### src/rtl/lcdc_pkg.sv
package lcdc_pkg;

    typedef enum logic [2:0] {
        K_CLEAR   = 3'd0,
        K_HOME    = 3'd1,
        K_ENTRY   = 3'd2,
        K_DISPLAY = 3'd3,
        K_SHIFT   = 3'd4,
        K_FUNC    = 3'd5,
        K_DATA    = 3'd6,
        K_DATA_B  = 3'd7
    } lcdc_kind_e;

    typedef enum logic [1:0] {
        S_IDLE  = 2'd0,
        S_SETUP = 2'd1,
        S_PULSE = 2'd2,
        S_WAIT  = 2'd3
    } lcdc_state_e;

    function automatic int unsigned max2(input int unsigned a, input int unsigned b);
        return (a > b) ? a : b;
    endfunction

endpackage

### src/rtl/lcdc_encode.sv
module lcdc_encode
    import lcdc_pkg::*;
(
    input  logic [2:0] kind,
    input  logic [2:0] flags,
    input  logic [7:0] data,
    output logic [7:0] code,
    output logic       rs,
    output logic       slow
);

    lcdc_kind_e k;
    assign k = lcdc_kind_e'(kind);

    always_comb begin
        code = 8'h00;
        rs   = 1'b0;
        slow = 1'b0;
        unique case (k)
            K_CLEAR: begin
                code = 8'h01;
                slow = 1'b1;
            end
            K_HOME: begin
                code = 8'h02;
                slow = 1'b1;
            end
            K_ENTRY:   code = {6'b000001, flags[1], flags[0]};
            K_DISPLAY: code = {5'b00001, flags[2], flags[1], flags[0]};
            K_SHIFT:   code = {4'b0001, flags[1], flags[0], 2'b00};
            K_FUNC:    code = {3'b001, flags[2], flags[1], flags[0], 2'b00};
            K_DATA, K_DATA_B: begin
                code = data;
                rs   = 1'b1;
            end
        endcase
    end

endmodule

### src/rtl/lcdc_timer.sv
module lcdc_timer #(
    parameter int unsigned W = 5
) (
    input  logic         clk,
    input  logic         rst_n,
    input  logic         load,
    input  logic [W-1:0] load_val,
    output logic         done
);

    logic [W-1:0] cnt_q;

    always_ff @(posedge clk or negedge rst_n) begin
        if (!rst_n) begin
            cnt_q <= '0;
        end else if (load) begin
            cnt_q <= load_val;
        end else if (cnt_q != '0) begin
            cnt_q <= cnt_q - 1'b1;
        end
    end

    assign done = (cnt_q == '0);

endmodule

### src/rtl/lcd_cmd_if.sv
module lcd_cmd_if
    import lcdc_pkg::*;
#(
    parameter int unsigned SETUP_CYC  = 2,
    parameter int unsigned PULSE_CYC  = 4,
    parameter int unsigned SHORT_WAIT = 6,
    parameter int unsigned LONG_WAIT  = 20
) (
    input  logic       clk,
    input  logic       rst_n,
    input  logic       req_valid,
    output logic       req_ready,
    input  logic [2:0] req_kind,
    input  logic [2:0] req_flags,
    input  logic [7:0] req_data,
    output logic [7:0] lcd_db,
    output logic       lcd_rs,
    output logic       lcd_rw,
    output logic       lcd_en
);

    localparam int unsigned MAX_CYC = max2(max2(SETUP_CYC, PULSE_CYC), max2(SHORT_WAIT, LONG_WAIT));
    localparam int unsigned CNT_W   = $clog2(MAX_CYC + 1);
    localparam logic [CNT_W-1:0] LD_SETUP = CNT_W'(SETUP_CYC - 1);
    localparam logic [CNT_W-1:0] LD_PULSE = CNT_W'(PULSE_CYC - 1);
    localparam logic [CNT_W-1:0] LD_SHORT = CNT_W'(SHORT_WAIT - 1);
    localparam logic [CNT_W-1:0] LD_LONG  = CNT_W'(LONG_WAIT - 1);

    lcdc_state_e      st_q, st_n;
    logic             fire;
    logic [7:0]       enc_code;
    logic             enc_rs, enc_slow;
    logic             tmr_load, tmr_done;
    logic [CNT_W-1:0] tmr_val;
    logic [7:0]       db_q;
    logic             rs_q, en_q, slow_q;

    lcdc_encode u_enc (
        .kind  (req_kind),
        .flags (req_flags),
        .data  (req_data),
        .code  (enc_code),
        .rs    (enc_rs),
        .slow  (enc_slow)
    );

    lcdc_timer #(.W(CNT_W)) u_tmr (
        .clk      (clk),
        .rst_n    (rst_n),
        .load     (tmr_load),
        .load_val (tmr_val),
        .done     (tmr_done)
    );

    assign req_ready = (st_q == S_IDLE);
    assign fire      = req_valid && req_ready;

    // next state and timer loading
    always_comb begin
        st_n     = st_q;
        tmr_load = 1'b0;
        tmr_val  = '0;
        unique case (st_q)
            S_IDLE: if (fire) begin
                st_n     = S_SETUP;
                tmr_load = 1'b1;
                tmr_val  = LD_SETUP;
            end
            S_SETUP: if (tmr_done) begin
                st_n     = S_PULSE;
                tmr_load = 1'b1;
                tmr_val  = LD_PULSE;
            end
            S_PULSE: if (tmr_done) begin
                st_n     = S_WAIT;
                tmr_load = 1'b1;
                tmr_val  = slow_q ? LD_LONG : LD_SHORT;
            end
            S_WAIT: if (tmr_done) begin
                st_n = S_IDLE;
            end
        endcase
    end

    // state register
    always_ff @(posedge clk or negedge rst_n) begin
        if (!rst_n) begin
            st_q <= S_IDLE;
        end else begin
            st_q <= st_n;
        end
    end

    // output registers
    always_ff @(posedge clk or negedge rst_n) begin
        if (!rst_n) begin
            db_q   <= 8'h00;
            rs_q   <= 1'b0;
            slow_q <= 1'b0;
            en_q   <= 1'b0;
        end else begin
            if (fire) begin
                db_q   <= enc_code;
                rs_q   <= enc_rs;
                slow_q <= enc_slow;
            end
            en_q <= (st_n == S_PULSE);
        end
    end

    assign lcd_db = db_q;
    assign lcd_rs = rs_q;
    assign lcd_rw = 1'b0;
    assign lcd_en = en_q;

    // enable only rises straight out of the setup interval
    p_setup_before_en_r9: assert property (@(posedge clk) disable iff (!rst_n)
        $rose(en_q) |-> $past(st_q == S_SETUP));

    // enable falls when the wait begins
    p_en_fall_wait_r9: assert property (@(posedge clk) disable iff (!rst_n)
        $fell(en_q) |-> (st_q == S_WAIT));

    // an expired wait returns the controller to idle
    p_wait_done_r10: assert property (@(posedge clk) disable iff (!rst_n)
        (st_q == S_WAIT && tmr_done) |=> req_ready);

    // acceptance takes the controller busy
    p_accept_busy_r11: assert property (@(posedge clk) disable iff (!rst_n)
        (req_valid && req_ready) |=> !req_ready);

    // bus stays stable while busy
    p_bus_stable_r11: assert property (@(posedge clk) disable iff (!rst_n)
        (!req_ready && $past(!req_ready)) |-> ($stable(db_q) && $stable(rs_q)));

endmodule

### config.mk
export PLATFORM = sky130hd
export DESIGN_NAME = lcd_cmd_if
export DESIGN_NICKNAME = d
export VERILOG_FILES = /design/src/rtl/lcdc_pkg.sv /design/src/rtl/lcdc_encode.sv /design/src/rtl/lcdc_timer.sv /design/src/rtl/lcd_cmd_if.sv
export SDC_FILE = /design/constraint.sdc
export NUM_CORES = 1
export LEC_CHECK = 0
export ABC_AREA = 1
export CAP_MARGIN = 20
export CELL_PAD_IN_SITES_DETAIL_PLACEMENT = 1
export CELL_PAD_IN_SITES_GLOBAL_PLACEMENT = 2
export CORE_UTILIZATION = 26
export CTS_CLUSTER_DIAMETER = 200
export DETAILED_ROUTE_END_ITERATION = 7
export HOLD_SLACK_MARGIN = 0.02
export PLACE_DENSITY_LB_ADDON = 0.05
export SLEW_MARGIN = 20
export SYNTH_ARGS = -nofsm -noshare
export SYNTH_HDL_FRONTEND = slang
export SYNTH_SLANG_ARGS = --single-unit
export TNS_END_PERCENT = 30
### constraint.sdc
create_clock -name clk -period 1.78 [get_ports clk]
set_input_delay 0.267 -clock clk [delete_from_list [all_inputs] [get_ports clk]]
set_output_delay 0.267 -clock clk [all_outputs]
set_load 0.02 [all_outputs]
Word level (Yosys, flattened, before mapping)
Index checks and enable logic that the tools add are counted.

Flip-flop bits (word level): 18. Input port bits: 17. Output and inout port bits: 12. Logic and storage cells: 45.

Add/subtract/negate cells: 1. Eq/ne operators: 11. Mux-type cells: 18. Reductions and logical operators: 9.

Operators with widths (number): $pmux W8 S7 (1); $mux W5 (4); $pmux W5 S3 (1); $eq A3 B3 Y1 const B (4); $mux W2 (5); $pmux W2 S4 (1); $eq A2 B2 Y1 const B (3); $eq A3 B2 Y1 const B (2); $reduce_or A2 Y1 (3); $logic_not A5 Y1 (1); $mux W1 (5); $reduce_bool A5 Y1 (1); $sub A5 B1 Y5 const B (1); $eq A3 B1 Y1 const B (1); $logic_not A3 Y1 (1); $eq A2 B1 Y1 const B (1); $logic_not A2 Y1 (1); $pmux W1 S2 (1); $reduce_bool A2 Y1 (1); $logic_and A1 B1 Y1 (1).

Logic depth before layout (Yosys ltp)
Word-level depth: 5. Gate-level depth with buffers: 9. Gate-level depth less buffers: 9.

By module
From an unflattened synthesis, not the netlist that was laid out.

Cell total of the unflattened synthesis: 153. Area total of the unflattened synthesis: 1249.9 sq um.

Modules (own cells, without submodules): lcd_cmd_if (instances 1, cells each 74, area each 724.4 sq um); lcdc_timer (instances 1, cells each 39, area each 302.8 sq um); lcdc_encode (instances 1, cells each 40, area each 222.7 sq um).

Worst setup path before layout
OpenSTA, ideal clock, no wires.

Kind: register to register. From: register st_q[0]. To: register db_q[0], in the netlist lcd_db[0]. Arrival time: 1454 ps. Data required time: 1659 ps. Slack: 205 ps. Stages on the path, launching flop included: 7. Clock period less this slack: 1575 ps. Cell sequence: dfrtp_1 inv_1 ha_1 nand2_1 inv_1 o21ai_0 o22a_1.

Longest elaborated chain between the ends: 2.

Ends and longest elaborated chain: from (decl) (RTL line lcd_cmd_if.sv:29) `lcdc_state_e st_q, st_n;`; from (signal assigned) (RTL line lcd_cmd_if.sv:90) `st_q <= st_n;`; $logic_not A2 Y1 (RTL line lcd_cmd_if.sv:55) `assign req_ready = (st_q == S_IDLE);`; net req_ready (RTL line lcd_cmd_if.sv:12) `output logic req_ready,`; $logic_and A1 B1 Y1 (RTL line lcd_cmd_if.sv:56) `assign fire = req_valid && req_ready;`; to (signal assigned) (RTL line lcd_cmd_if.sv:103) `db_q <= enc_code;`; to (decl) (RTL line lcd_cmd_if.sv:35) `logic [7:0] db_q;`.

The timed path passes the listed nets, and every way through them passes these cells. A chain may end at the register's enable or synchronous reset.

Worst setup path in the final report
From: register st_q[0]. To: output port req_ready.

Longest elaborated chain between the ends: 1.

Ends and longest elaborated chain (RTL line): $logic_not A2 Y1 (lcd_cmd_if.sv:55); to (decl) (lcd_cmd_if.sv:12).

No other way between the ends.

==> qor.log <==
qor: detailed_routing.wl 2660 um
qor: final_layout.postLayoutCellArea 0.00147 mm^2
qor: clock_tree.ctsRootBufferMaster sky130_fd_sc_hd__clkbuf_8
qor: sta.final_hold_viol_count 0
qor: place.placement.setup.worst_slack 0.155 ns
qor: detailed_routing.drc_errors 0
qor: clock_tree.cts.htree.levels 1
qor: detailed_routing.vias 993
qor: clock_tree.numClockSinks 18
qor: pwr.vdd.ir_drop.worst 0.571 mV
qor: sta.fin_crit 1.61 ns
qor: synth.ys_top_cells_by_area sky130_fd_sc_hd__dfrtp_1, sky130_fd_sc_hd__nand2_1, sky130_fd_sc_hd__ha_1, sky130_fd_sc_hd__inv_1, sky130_fd_sc_hd__o21ai_0
qor: final_layout.finalNonFillerCells 218
qor: place.gpl.final_weighted_congestion 0.722
qor: final_layout.fraction_of_layout_instances_using_a_drive_strength_above_1 0.0941
qor: clock_tree.clk_latency 0.26 ns
qor: clock_tree.tritoncts yes
qor: synth.synthArstFlopShare 1.00
qor: floorplan.start_util 0.282
qor: worst_setup_path.slowest_stage sky130_fd_sc_hd__dfrtp_1
qor: final_layout.net_count_reported_at_finish 195
qor: synth.syn-num-nets 162
qor: floorplan.die_area 0.00438 mm^2
qor: grt.wire_length_of_the_first_global_routing_pass 4630 um
qor: worst_setup_path.cpPeakStageDelay 0.42 ns
qor: detailed_routing.first_pass_iters 3
qor: worst_setup_path.setup.worst_path.end_class output pin
qor: synth.yosys_most_used_dff sky130_fd_sc_hd__dfrtp_1
qor: grt.grt_pass1_vias 1,018
qor: worst_setup_path.worstSetupPathDepth 3
qor: detailed_routing.drt-wirelength-per-cell 12.2 um
qor: final_layout.synthToLayoutAreaGrowth 36.9%
qor: grt.globalRouteOverflowTotal 0
qor: worst_setup_path.critical_path.n_buffers_inverters 2
qor: synth.netlist.area_leader.share 0.421
qor: floorplan.floorplan.rows 22
qor: sta.rsz0062_at_grt false
qor: synth.synth_enable_flop_cells 0
qor: detailed_routing.via_per_instance_ratio 4.56
qor: floorplan.i_o_pin_total 29
qor: sta.max_clock_freq 622 MHz
qor: clock_tree.clock_tree.buffer_depth 2
qor: detailed_routing.final_antenna_net_count 0
qor: floorplan.floorplan.core_area 0.00380 mm^2
qor: synth.post_synth_num_cell_types 25
qor: pwr.total_power 2380 uW
qor: grt.grt_antenna_before_repair 0
qor: place.dp.final_hpwl 2150 um
qor: pwr.leakage 0.000730 uW
qor: place.dp_cells 214
qor: final_layout.antenna_cells_inserted 0
qor: sta.final_min_period_over_clock_period 0.903
qor: pwr.power.density 1620 mW/mm^2
qor: worst_setup_path.worst-path-max-fanout 5
qor: sta.worst_slack 0.172 ns
qor: synth.post_synth.cell_area_avg 7.76 um^2
qor: clock_tree.clk_pin_slew_worst_paths 0.07 ns
qor: worst_setup_path.ordered_cell_list_for_the_critical_path inv_1 > ha_1 > dlygate4sd2_1
qor: worst_setup_path.flop2flop_setup_slack 0.22 ns
qor: synth.yosysMostFrequentCell sky130_fd_sc_hd__nand2_1
qor: synth.synth_commonest_cells sky130_fd_sc_hd__nand2_1, sky130_fd_sc_hd__inv_1, sky130_fd_sc_hd__dfrtp_1, sky130_fd_sc_hd__o21ai_0, sky130_fd_sc_hd__nand3_1
qor: sta.setup_violations 0
qor: synth.ys_seq_area_frac 0.421
qor: worst_setup_path.cp.required 1.51 ns
qor: worst_setup_path.critical_path.top_delay_family buffers and inverters
qor: worst_setup_path.timing.critical_path.to req_ready
qor: grt.globalRouteTotalUtil 0.142
qor: worst_setup_path.critPathArrivalTime 1.34 ns
qor: floorplan.die-height 66.2 um
qor: synth.synth-seq-cells 18
qor: grt.grt_max_degree 19
qor: floorplan.die-width 66.2 um
qor: outcome.run_status completed
qor: flow_run.maxCapViolCount 0
qor: sta.clock-skew-final 0.00635 ns
qor: detailed_routing.drt_iter0_markers 34
qor: worst_hold_path.worstHoldPathType in2async
qor: place.place_area 0.00141 mm^2
qor: sta.finalSetupTns 0 ns
qor: clock_tree.cts-buffers-inserted 3
qor: worst_setup_path.ff2ff_path_depth 8
qor: worst_setup_path.rr_startpoint u_tmr.cnt_q[0]
qor: worst_setup_path.cp-startpoint st_q[0]
qor: sta.final_slew_viol_count 0
qor: worst_setup_path.r2r_end u_tmr.cnt_q[1]
qor: synth.synthesis.yosys.warnings 0
qor: synth.post_synth_instance_area 0.00107 mm^2
qor: place.port_buffers 27
qor: synth.synth_top_area_cell sky130_fd_sc_hd__dfrtp_1
qor: worst_setup_path.setup.worst_path.class reg2out
qor: worst_setup_path.timing.critical_path.from_type flip-flop
qor: synth.syn-instance-count 138
==> cells by family (layout without fill, tap and decap cells) <==
logic type	after synthesis	in the layout	synth area share
compound gates	24	24	0.132
xor+xnor	2	2	0.0164
fa+ha+maj	7	7	0.0818
buf+inv	22	54	0.0806
flops	18	18	0.421
other cells	1	1	0.00350
simple gates	64	64	0.265
==> layout make-up <==
type / count / area (um^2)
inverters: 20 / 75.1
multi-input cells: 98 / 534
fillers: 463 / 2330
clock buffers: 4 / 55.1
flip-flops and latches: 18 / 450
repair buffers: 30 / 292
well taps: 48 / 60.1
==> how the worst min path moves through the flow <==
stage          startpoint         to  slack (ns)  cells past startpoint
2_1_floorplan       rst_n  lcd_db[0]       -0.03                      0
3_3_place_gp    lcd_db[4]  lcd_db[4]        0.47                      2
6_report            rst_n  lcd_db[3]        0.35                      2
3_5_place_dp    lcd_db[4]  lcd_db[4]        0.47                      2
5_1_grt             rst_n  lcd_db[3]        0.37                      2
4_1_cts             rst_n  lcd_db[3]        0.36                      2
==> placed cells by master, fill, tap and decap left out, drive strengths merged, types with 3 or more instances in the layout <==
master         count
nand4              3
ha                 7
clkbuf             4
nand3             10
a21oi              3
buf                3
inv               20
dfrtp             18
clkdlybuf4s50     26
o21ai             18
nand2             43
nor2               7
==> worst reg2reg max path, delay by kind of cell, from the launching register on <==
family | cells | cell delay (ns)
adders and majority gates | 1 | 0.29
buffers and inverters | 1 | 0.11
DFF | 1 | 0.36
and+or+nand+nor | 6 | 0.73
==> through the flow <==
| step | utilization | hold slack (ns) |
|---|---|---|
| 2_1_floorplan | - | -0.0286 |
| 3_3_place_gp | 0.372 | 0.465 |
| 3_5_place_dp | 0.372 | 0.469 |
| 4_1_cts | 0.386 | 0.356 |
| 5_1_grt | 0.386 | 0.368 |
| 6_report | 0.386 | 0.348 |
==> report_power, final <==
part           switching, uW  leakage [uW]  internal (uW)
Clock                    138     0.0000288            197
Sequential               110      0.000230            599
Combinational            786      0.000471            553
Total                   1030      0.000730           1350
==> repair_timing <==
action | in CTS | in global routing
buffers inserted | 0 | 0
gates resized for setup | 1 | 0
endpoints found under the setup margin | 1 | 0
hold buffers | 0 | 0
==> sequential cells by signal (all words and copies together) (netlist names) <==
| register | flops |
|---|---|
| u_tmr.cnt_q | 5 |
| lcd_en | 1 |
| slow_q | 1 |
| lcd_db | 8 |
| st_q | 2 |
| lcd_rs | 1 |
==> per-layer routing <==
metal	GRT usage	part of all wire	vias to the layer above
li1	-	-	506
met1	0.177	0.49	468
met2	0.235	0.47	15
met3	0.0379	0.032	4
met4	0.0479	0.012	0
met5	0	0	-
Note: power is estimated with default switching activity, not from simulation.
